$ cat src/rtl/lsx_pkg.sv
// Package: shared encodings for the parallel AND-and-store execute stage.
// Assumes a 32-bit instruction word with fixed field positions.
package lsx_pkg;
    localparam int RIDX_W = 3;
    localparam int MODE_W = 5;
    localparam int NSTAT  = 7;

    localparam logic [6:0] OPC_AND_ST = 7'b1101000;

    // Supported indirect mode codes: add displacement, no pointer update
    localparam logic [MODE_W-1:0] AM_PLUS1   = 5'b00000;
    localparam logic [MODE_W-1:0] AM_PLUSIX0 = 5'b01000;
    localparam logic [MODE_W-1:0] AM_PLUSIX1 = 5'b10000;
    localparam logic [MODE_W-1:0] AM_PLUS0   = 5'b11000;

    // Condition register bit positions
    localparam int ST_LUF = 6;
    localparam int ST_LV  = 5;
    localparam int ST_UF  = 4;
    localparam int ST_N   = 3;
    localparam int ST_Z   = 2;
    localparam int ST_V   = 1;
    localparam int ST_C   = 0;

    typedef struct packed {
        logic [MODE_W-1:0] mode;
        logic [RIDX_W-1:0] arn;
    } ind_t;

    typedef struct packed {
        logic              opc_ok;
        logic [RIDX_W-1:0] dst1;
        logic [RIDX_W-1:0] src1;
        logic [RIDX_W-1:0] src3;
        ind_t              dst2;
        ind_t              src2;
    } dec_t;
endpackage

$ cat src/rtl/lsx_decode.sv
// Module: lsx_decode
// Splits an instruction word into its register and address fields and
// flags whether the major opcode matches. Purely combinational.
module lsx_decode
    import lsx_pkg::*;
(
    input  logic [31:0] instr,
    output dec_t        dec
);
    // Field extraction at fixed positions
    always_comb begin
        dec.opc_ok = (instr[31:25] == OPC_AND_ST);
        dec.dst1   = instr[24:22];
        dec.src1   = instr[21:19];
        dec.src3   = instr[18:16];
        dec.dst2   = instr[15:8];
        dec.src2   = instr[7:0];
    end
endmodule

$ cat src/rtl/lsx_agen.sv
// Module: lsx_agen
// Forms an effective address from one auxiliary register plus a
// displacement chosen by the mode code. Assumes the auxiliary register
// bank arrives flattened, register k at bits [k*AW +: AW]. Any mode code
// outside the supported set drives ok low.
module lsx_agen
    import lsx_pkg::*;
#(
    parameter int AW  = 24,
    parameter int NAR = 8
) (
    input  ind_t              ind,
    input  logic [NAR*AW-1:0] ar_flat,
    input  logic [AW-1:0]     ir0,
    input  logic [AW-1:0]     ir1,
    output logic [AW-1:0]     ea,
    output logic              ok
);
    logic [AW-1:0] base;
    logic [AW-1:0] disp;

    // Select base register and displacement, add with truncation
    always_comb begin
        base = ar_flat[ind.arn*AW +: AW];
        ok   = 1'b1;
        case (ind.mode)
            AM_PLUS0:   disp = '0;
            AM_PLUS1:   disp = AW'(1);
            AM_PLUSIX0: disp = ir0;
            AM_PLUSIX1: disp = ir1;
            default: begin
                disp = '0;
                ok   = 1'b0;
            end
        endcase
        ea = base + disp;
    end
endmodule

$ cat src/rtl/lsx_regfile.sv
// Module: lsx_regfile
// Integer register bank with two combinational read ports and two write
// sources: the execute result and the shared load path. Reads return the
// value held before the edge; on a same-index collision the execute write
// is applied last and wins.
module lsx_regfile #(
    parameter int DW   = 32,
    parameter int NREG = 8,
    localparam int IW  = $clog2(NREG)
) (
    input  logic          clk,
    input  logic          rst_n,
    input  logic [IW-1:0] ra_a,
    input  logic [IW-1:0] ra_b,
    output logic [DW-1:0] rd_a,
    output logic [DW-1:0] rd_b,
    input  logic          ex_we,
    input  logic [IW-1:0] ex_idx,
    input  logic [DW-1:0] ex_data,
    input  logic          pl_we,
    input  logic [IW-1:0] pl_idx,
    input  logic [DW-1:0] pl_data
);
    logic [DW-1:0] regs [NREG];

    // Start-of-cycle read ports
    assign rd_a = regs[ra_a];
    assign rd_b = regs[ra_b];

    // Register update: reset, then load path, then execute (priority last)
    always_ff @(posedge clk) begin
        if (!rst_n) begin
            for (int i = 0; i < NREG; i++) regs[i] <= '0;
        end else begin
            if (pl_we) regs[pl_idx] <= pl_data;
            if (ex_we) regs[ex_idx] <= ex_data;
        end
    end


    wr_land_chk: assert property (@(posedge clk) disable iff (!rst_n)
        ex_we |=> regs[$past(ex_idx)] == $past(ex_data));
endmodule

$ cat src/rtl/lsx_flags.sv
// Module: lsx_flags
// Condition register. An executed word sets N and Z from its result,
// clears UF and V and holds LUF, LV and C. Otherwise the load path may
// overwrite all seven bits. Execute takes priority over the load path.
module lsx_flags
    import lsx_pkg::*;
#(
    parameter int DW = 32
) (
    input  logic             clk,
    input  logic             rst_n,
    input  logic             upd,
    input  logic [DW-1:0]    res,
    input  logic             pl_we,
    input  logic [NSTAT-1:0] pl_data,
    output logic [NSTAT-1:0] st
);
    // Condition register update
    always_ff @(posedge clk) begin
        if (!rst_n) begin
            st <= '0;
        end else if (upd) begin
            st[ST_N]  <= res[DW-1];
            st[ST_Z]  <= (res == '0);
            st[ST_UF] <= 1'b0;
            st[ST_V]  <= 1'b0;
        end else if (pl_we) begin
            st <= pl_data;
        end
    end


    flag_nz_chk: assert property (@(posedge clk) disable iff (!rst_n)
        upd |=> (st[ST_N] == $past(res[DW-1])) && (st[ST_Z] == ($past(res) == '0)));


    flag_keep_chk: assert property (@(posedge clk) disable iff (!rst_n)
        upd |=> !st[ST_UF] && !st[ST_V] && (st[ST_LUF] == $past(st[ST_LUF]))
                && (st[ST_LV] == $past(st[ST_LV])) && (st[ST_C] == $past(st[ST_C])));
endmodule

$ cat src/rtl/lsx_exec.sv
// Module: lsx_exec
// Single-cycle execute stage for the parallel AND-and-store word.
// Assumes mem_rdata is valid for mem_raddr within the same cycle, and that
// external memory commits mem_wdata at the clock edge where mem_we is high.
// All operands are taken before the edge and all results land on it.
module lsx_exec
    import lsx_pkg::*;
#(
    parameter int DW   = 32,
    parameter int AW   = 24,
    parameter int NREG = 8,
    parameter int NAR  = 8,
    parameter int SELW = 4,
    localparam int IW  = $clog2(NREG)
) (
    input  logic              clk,
    input  logic              rst_n,
    input  logic              ex_en,
    input  logic [31:0]       instr,
    input  logic [NAR*AW-1:0] ar_flat,
    input  logic [AW-1:0]     ir0,
    input  logic [AW-1:0]     ir1,
    input  logic              pl_we,
    input  logic [SELW-1:0]   pl_sel,
    input  logic [DW-1:0]     pl_data,
    output logic [AW-1:0]     mem_raddr,
    input  logic [DW-1:0]     mem_rdata,
    output logic [AW-1:0]     mem_waddr,
    output logic [DW-1:0]     mem_wdata,
    output logic              mem_we,
    output logic              wb_we,
    output logic [IW-1:0]     wb_idx,
    output logic [DW-1:0]     wb_data,
    output logic              illegal,
    output logic [NSTAT-1:0]  status
);
    localparam logic [SELW-1:0] SEL_STAT = SELW'(NREG);

    dec_t          dec;
    logic          rd_ok, wr_ok, legal, go;
    logic [DW-1:0] op_reg, st_reg, and_res;
    logic          pl_reg_we, pl_st_we;

    lsx_decode u_dec (.instr(instr), .dec(dec));

    // Two address generators: index 0 feeds the AND read, index 1 the store
    for (genvar g = 0; g < 2; g++) begin : g_agen
        logic [AW-1:0] ea;
        logic          ok;
        lsx_agen #(.AW(AW), .NAR(NAR)) u_agen (
            .ind     (g == 0 ? dec.src2 : dec.dst2),
            .ar_flat (ar_flat),
            .ir0     (ir0),
            .ir1     (ir1),
            .ea      (ea),
            .ok      (ok)
        );
    end

    // Legality and execute gating
    always_comb begin
        rd_ok   = g_agen[0].ok;
        wr_ok   = g_agen[1].ok;
        legal   = dec.opc_ok && rd_ok && wr_ok;
        go      = ex_en && legal;
        illegal = ex_en && !legal;
    end

    // Load-path target decode
    always_comb begin
        pl_reg_we = pl_we && (pl_sel < SELW'(NREG));
        pl_st_we  = pl_we && (pl_sel == SEL_STAT);
    end

    lsx_regfile #(.DW(DW), .NREG(NREG)) u_rf (
        .clk     (clk),
        .rst_n   (rst_n),
        .ra_a    (dec.src1),
        .ra_b    (dec.src3),
        .rd_a    (op_reg),
        .rd_b    (st_reg),
        .ex_we   (go),
        .ex_idx  (dec.dst1),
        .ex_data (and_res),
        .pl_we   (pl_reg_we),
        .pl_idx  (pl_sel[IW-1:0]),
        .pl_data (pl_data)
    );

    // Logic operation on start-of-cycle operands
    assign and_res = op_reg & mem_rdata;

    // Memory port and write-back view
    always_comb begin
        mem_raddr = g_agen[0].ea;
        mem_waddr = g_agen[1].ea;
        mem_wdata = st_reg;
        mem_we    = go;
        wb_we     = go;
        wb_idx    = dec.dst1;
        wb_data   = and_res;
    end

    lsx_flags #(.DW(DW)) u_flags (
        .clk     (clk),
        .rst_n   (rst_n),
        .upd     (go),
        .res     (and_res),
        .pl_we   (pl_st_we),
        .pl_data (pl_data[NSTAT-1:0]),
        .st      (status)
    );


    no_wr_illegal_chk: assert property (@(posedge clk) disable iff (!rst_n)
        illegal |-> !mem_we && !wb_we);


    idle_quiet_chk: assert property (@(posedge clk) disable iff (!rst_n)
        !ex_en |-> !mem_we && !wb_we && !illegal);


    idle_flags_chk: assert property (@(posedge clk) disable iff (!rst_n)
        (!ex_en && !pl_we) |=> $stable(status));
endmodule

$ cat config.mk
export PLATFORM = sky130hd
export DESIGN_NAME = lsx_exec
export DESIGN_NICKNAME = d
export VERILOG_FILES = /design/src/rtl/lsx_pkg.sv /design/src/rtl/lsx_decode.sv /design/src/rtl/lsx_agen.sv /design/src/rtl/lsx_regfile.sv /design/src/rtl/lsx_flags.sv /design/src/rtl/lsx_exec.sv
export SDC_FILE = /design/constraint.sdc
export NUM_CORES = 1
export LEC_CHECK = 0
export ABC_AREA = 1
export CAP_MARGIN = 20
export CELL_PAD_IN_SITES_DETAIL_PLACEMENT = 2
export CELL_PAD_IN_SITES_GLOBAL_PLACEMENT = 2
export CORE_UTILIZATION = 29
export CTS_BUF_LIST = sky130_fd_sc_hd__clkbuf_8
export DETAILED_ROUTE_END_ITERATION = 12
export PLACE_DENSITY = 0.87
export SLEW_MARGIN = 20
export SYNTH_ARGS = -nofsm -noshare
export SYNTH_HDL_FRONTEND = slang
export SYNTH_SLANG_ARGS = --single-unit
export TNS_END_PERCENT = 100
$ cat constraint.sdc
create_clock -name clk -period 5.2 [get_ports clk]
set_input_delay 1.04 -clock clk [delete_from_list [all_inputs] [get_ports clk]]
set_output_delay 1.04 -clock clk [all_outputs]
set_load 0.05 [all_outputs]
==> results of run 1 <==
-- final cells by class --
class / count / area, sq um / area share [%]
Inverter: 359 / 1360 / 4.06
Clock inverter: 36 / 254 / 0.761
Clock buffer: 47 / 647 / 1.94
Tap cell: 1050 / 1310 / 3.94
Multi-Input combinational cell: 2465 / 13700 / 41.1
Sequential cell: 263 / 7830 / 23.5
Timing Repair Buffer: 772 / 8220 / 24.6
Antenna cell: 10 / 25.0 / 0.0750
-- critical path: stages --
cell and delay, ns:
clkdlybuf4s50_1 0.41, nor2_1 0.12, nand2_2 0.14, inv_4 0.11, nand3b_1 0.19, buf_12 0.21, buf_12 0.14, o22ai_1 0.47
ha_4 0.27, nand2_1 0.15, nor2_2 0.21, buf_4 0.14, nand4_1 0.11, buf_4 0.18, nand3_1 0.13, xor2_2 0.22
buf_12 0.17
-- logic make-up (layout without fill, tap and decap cells) --
logic type,count (synthesis),count (layout)
AO/OA/AOI/OAI,940,940
XOR/XNOR,46,46
adder cells (fa/ha/maj),48,48
buffers and inverters,653,1214
flip-flops,263,263
other,0,10
AND/OR/NAND/NOR,1431,1431
-- report_power, final --
group	internal (mW)	switching (mW)	total, mW	leakage, nW
registers	2.44	0.0625	2.51	2.50
clock network	1.04	0.991	2.03	0.502
logic	1.18	1.90	3.09	10.8
total	4.67	2.96	7.62	13.8
-- worst min-delay path by stage --
stage                                    start                          to  slack (ns)  depth (start not counted)
floorplan           u_flags.st[1]$_SDFFE_PP0P_  u_flags.st[1]$_SDFFE_PP0P_        0.68                          2
global placement    u_flags.st[4]$_SDFFE_PP0P_  u_flags.st[4]$_SDFFE_PP0P_        0.45                          2
detailed placement  u_flags.st[4]$_SDFFE_PP0P_  u_flags.st[4]$_SDFFE_PP0P_        0.46                          2
CTS                 u_flags.st[1]$_SDFFE_PP0P_  u_flags.st[1]$_SDFFE_PP0P_        0.48                          2
global route        u_flags.st[4]$_SDFFE_PP0P_  u_flags.st[4]$_SDFFE_PP0P_        0.51                          2
finish              u_flags.st[1]$_SDFFE_PP0P_  u_flags.st[1]$_SDFFE_PP0P_        0.48                          2
-- Yosys cell counts (all sizes together) (41+ instances only) --
| cell type | number |
|---|---|
| o21ai | 538 |
| edfxtp | 256 |
| inv | 359 |
| o211ai | 41 |
| nor2 | 168 |
| clkbuf | 148 |
| nand2 | 634 |
| nand3 | 602 |
| buf | 146 |
| ha | 46 |
| o22ai | 47 |
| a21oi | 250 |
-- layer usage --
metal	GRT usage [%]	up-vias
met5	0.357	-
met4	22.0	6
met3	7.49	598
met2	61.4	1742
met1	38.3	15100
li1	-	12700
-- timing repair --
action                     CTS  global route
gates resized for setup    125           121
setup endpoints to repair   32            33
pin swaps                   36            39
cloned                       1             2
setup buffers               12            15
==> flow_summary.toml, run 1 <==
[timing]
rsz0062_at_grt = "yes"
worst_pin_slew_ns = 1.05
period_needed_ns = 5.48
fmax_mhz = 182
drv_slew = 0
fin_skew_ns = 0.0212
setup_viol = 16
min_period_over_period_pct = 105
holdWs_ns = 0.475
hold_violations = 0
fin_ws_ns = -0.283
setup_tns_ns = -3.06
max_slew_margin_pct = 29.6

[finish]
layout.cells.non_filler = 5002
largest_register_ffs = 256
drive_gt1_share_pct = 18.6
final_common_cell = "nand2_1"
syn_to_final_growth_pct = 44.7
n_fill_cell = 8927
final_area_sq_mm = 0.0334
final_nets = 4299
post-route-util_pct = 42.3
final_cell_mix = "596 x nand2_1, 569 x nand3_1, 387 x o21ai_0"

[synthesis]
synthTopCellsByArea = "edfxtp_1 33%, nand3_1 13%, nand2_1 10%, o21ai_0 8.9%, inv_1 5.8%"
yosys_warnings = 0
ys_ff_latch = 263
avgSynthCellArea_sq_um = 6.82
synth-edff-count = 256
ys_seq_area_share_pct = 34.0
synthAdderAreaFrac_pct = 2.67
synth-simple-area-share_pct = 27.7
synth_ff_type = "edfxtp_1"
synth_mux_area_share_pct = 0
synth_xor_xnor_area_share_pct = 1.75
synth.largest_area_cell = "edfxtp_1"
synth_top_area_share_pct = 33.4
synth.distinct_cells = 43
synth_compound_area_share_pct = 21.9
synth_nets = 3773
netlist_instances = 3381
synth_top_family_by_area = "simple AND/OR/NAND/NOR gates"
netlist_area_sq_mm = 0.0230
async_flop_share_pct = 0

[route]
routed_wl_microns = 152000
drc = 0
vias = 30100
dr.pass1.iters = 7
top_layer = "met5"
antenna_left = 0
met3_length_microns = 12100
initialDrtViolationCount = 2805
wl_met1_microns = 53300
met2WireLength_microns = 74100
post_drt_via_cell_ratio = 6.02
post_drt_wl_per_cell_microns = 30.4

[clock_tree]
root_buffer = "clkbuf_8"
cts_made_buffers = 46
cts_htree_levels = 2
cts_tree = "built"
cts_buffer_depth = 3
cts_num_sinks = 263
clk_latency_ns = 0.61
ctsHoldBuffers = 0
clkTransAtPathRegs_ns = 0.06

[global_routing]
grt_pass1_wl_microns = 213000
grt_pass1_vias = 32500
grt_max_degree = 195
grt_usage_pct = 35.0
antenna_found_initial = 13
grt-ovfl-total = 0

[placement]
placed_area_sq_mm = 0.0310
place_hpwl_microns = 99200
place_congestion = 1.02
dp.cells = 4880
portBuffers = 468
dpl_worst_slack_ns = -0.284

[worst_setup_path]
endpoint = "mem_raddr[20]"
r2r_cells = 11
reg2reg_slack_ns = 2.91
path_max_fanout = 9
arrival_ns = 4.44
cp-end-kind = "primary output"
r2r_end = "u_flags.st[2]$_SDFFE_PN0P_"
crit_required_ns = 4.16
path_class = "in -> out"
startpoint_type = "input port"
reg2reg_from = "u_rf.regs[6][6]$_DFFE_PP_"
startpoint = "instr[3]"

[pwr]
p_per_area_mw_per_mm2 = 229
peakVddDrop_mv = 0.136
p_leak_nw = 13.8
p_total_mw = 7.62

[status]
status = "finished with violations"
violations = "negative setup slack"

[hold_path]
hold_class = "reg -> reg"

[floorplanning]
core_area_sq_mm = 0.0789
dieArea_sq_mm = 0.0806
initial_core_util_pct = 29.2
die_x_microns = 284
ios = 469
fp.dieH_microns = 284
fp-row-count = 103

[flow_run]
cap_violations = 0
Note: power is estimated with default switching activity, not from simulation.
==> run 2: changes to the inputs <==
--- a/config.mk
+++ b/config.mk
@@ -10,7 +10,6 @@
 export CELL_PAD_IN_SITES_DETAIL_PLACEMENT = 2
 export CELL_PAD_IN_SITES_GLOBAL_PLACEMENT = 2
 export CORE_UTILIZATION = 29
-export CTS_BUF_LIST = sky130_fd_sc_hd__clkbuf_8
 export DETAILED_ROUTE_END_ITERATION = 12
 export PLACE_DENSITY = 0.87
 export SLEW_MARGIN = 20
==> run 2 against run 1 <==
The flow still finishes with violations (negative setup slack); clock power rose by 6%; final cell count fell by 0.82%; total power rose by 1.5%; first-iteration DRC count fell by 9.9%; register-to-register slack got worse by 0.14 ns; largest cell class unchanged; largest power group unchanged.
==> flow_summary.toml, run 2 (synthesized netlist as in run 1, its figures left out) <==
[status]
status = "finished with violations"
violations = "negative setup slack"

[finish]
syn_to_final_growth_pct = 44.3
final_nets = 4274
final_common_cell = "nand2_1"
post-route-util_pct = 42.2
drive_gt1_share_pct = 17.9
final_cell_mix = "594 x nand2_1, 569 x nand3_1, 389 x o21ai_0"
largest_register_ffs = 256
final_area_sq_mm = 0.0332

[placement]
place_congestion = 1.02
place_hpwl_microns = 99200
portBuffers = 468
placed_area_sq_mm = 0.0310
dpl_worst_slack_ns = -0.284

[hold_path]
hold_class = "reg -> reg"

[global_routing]
antenna_found_initial = 11
grt_pass1_vias = 32200
grt_max_degree = 195
grt_usage_pct = 34.8
grt_pass1_wl_microns = 212000
grt-ovfl-total = 0

[route]
dr.pass1.iters = 7
drc = 0
vias = 29900
post_drt_via_cell_ratio = 6.02
antenna_left = 0
routed_wl_microns = 150000
post_drt_wl_per_cell_microns = 30.2
initialDrtViolationCount = 2526

[timing]
setup_viol = 22
worst_pin_slew_ns = 1.15
drv_slew = 0
fin_skew_ns = 0.0337
max_slew_margin_pct = 23.3
holdWs_ns = 0.472
hold_violations = 0
fin_ws_ns = -0.187
min_period_over_period_pct = 104
rsz0062_at_grt = "yes"
period_needed_ns = 5.39
fmax_mhz = 186

[pwr]
peakVddDrop_mv = 0.256
p_per_area_mw_per_mm2 = 233
p_leak_nw = 13.7
p_total_mw = 7.74

[clock_tree]
cts_tree = "built"
ctsHoldBuffers = 0
clk_latency_ns = 0.60
cts_htree_levels = 1
cts_buffer_depth = 3
clkTransAtPathRegs_ns = 0.06
root_buffer = "clkbuf_16"
cts_made_buffers = 29
cts_num_sinks = 263

[floorplanning]
fp.dieH_microns = 284
initial_core_util_pct = 29.2
die_x_microns = 284
ios = 469
core_area_sq_mm = 0.0789
dieArea_sq_mm = 0.0806
fp-row-count = 103

[worst_setup_path]
crit_required_ns = 4.16
path_max_fanout = 27
path_class = "in -> out"
arrival_ns = 4.35
cp-end-kind = "primary output"
startpoint_type = "input port"

[flow_run]
cap_violations = 0
==> run 2: changes by cell type in the layout (fill, tap and decap cells not counted), moves of 3 or more <==
| cell | change |
|---|---|
| inv_1 | -14 |
| clkbuf_8 | -47 |
| diode_2 | -4 |
| clkinv_1 | -3 |
| o22ai_2 | -11 |
| a21oi_1 | +4 |
| ha_1 | -3 |
| buf_4 | -11 |
| clkbuf_16 | +28 |
| clkbuf_1 | +3 |
| ha_4 | +3 |
| o22ai_1 | +9 |
| buf_6 | +4 |
| nor2_1 | +3 |
==> run 2: power breakdown <==
group          internal, mW  switching (mW)  leakage (nW)  total (mW)
clock network          1.21           0.945         0.464        2.16
registers              2.44          0.0614          2.50        2.51
logic                  1.18            1.90          10.8        3.08
total                  4.84            2.91          13.7        7.74
==> run 2: final cells by class <==
type / instances / area (sq um)
sequential: 263 / 7830
clock inverter: 22 / 205
timing repair buffer: 764 / 8150
inverter: 359 / 1360
tap: 1050 / 1310
fill: 8916 / 45600
multi-input combinational: 2465 / 13600
antenna: 6 / 15.0
clock buffer: 32 / 737
==> run 2: what timing repair did <==
item / in CTS / in global routing
pin swaps: 36 / 33
gates cloned: 1 / 1
resized for setup: 125 / 106
endpoints found under the setup margin: 32 / 32
setup buffers: 12 / 8
endpoints found under the hold margin: 0 / 0
==> run 2: per-layer routing <==
metal  GRT usage [%]  vias up  part of all wire (%)
li1                -    12600                     -
met1            38.1    14900                    35
met2            60.9     1741                    49
met3            6.91      610                   7.9
met4            22.6       10                   8.0
met5               0        -                 0.046
==> run 2: critical path, stage by stage <==
cell and delay, ns:
dlygate4sd2_1 0.27, inv_4 0.16, buf_12 0.21, buf_12 0.16, a21oi_1 0.05, o21ai_0 0.11
nand3_1 0.16, nand2_1 0.31, ha_4 0.28, a21oi_1 0.30, inv_1 0.18, nor2_1 0.14
o21ai_0 0.08, a21oi_1 0.16, buf_4 0.17, o21ai_1 0.10, xor2_2 0.15, buf_4 0.15
buf_12 0.14
==> run 2: per-stage QoR <==
stage / TNS, ns / cells
finish: -2.34 / 4961
global route: -3.11 / 4958
CTS: -0.0103 / 4947
detailed placement: -3.73 / 4880
global placement: -0.655 / 4880
floorplan: -0.0585 / 3381
==> run 2: worst paths after layout <==
path	startpoint	endpoint	slack, ns	depth (start not counted)
setup / recovery	instr[9]	mem_waddr[18]	-0.19	19
hold / removal	u_flags.st[1]$_SDFFE_PP0P_	u_flags.st[1]$_SDFFE_PP0P_	0.47	2
setup reg to reg	u_rf.regs[7][15]$_DFFE_PP_	u_flags.st[2]$_SDFFE_PN0P_	2.77	11
hold reg to reg	u_flags.st[1]$_SDFFE_PP0P_	u_flags.st[1]$_SDFFE_PP0P_	0.47	2
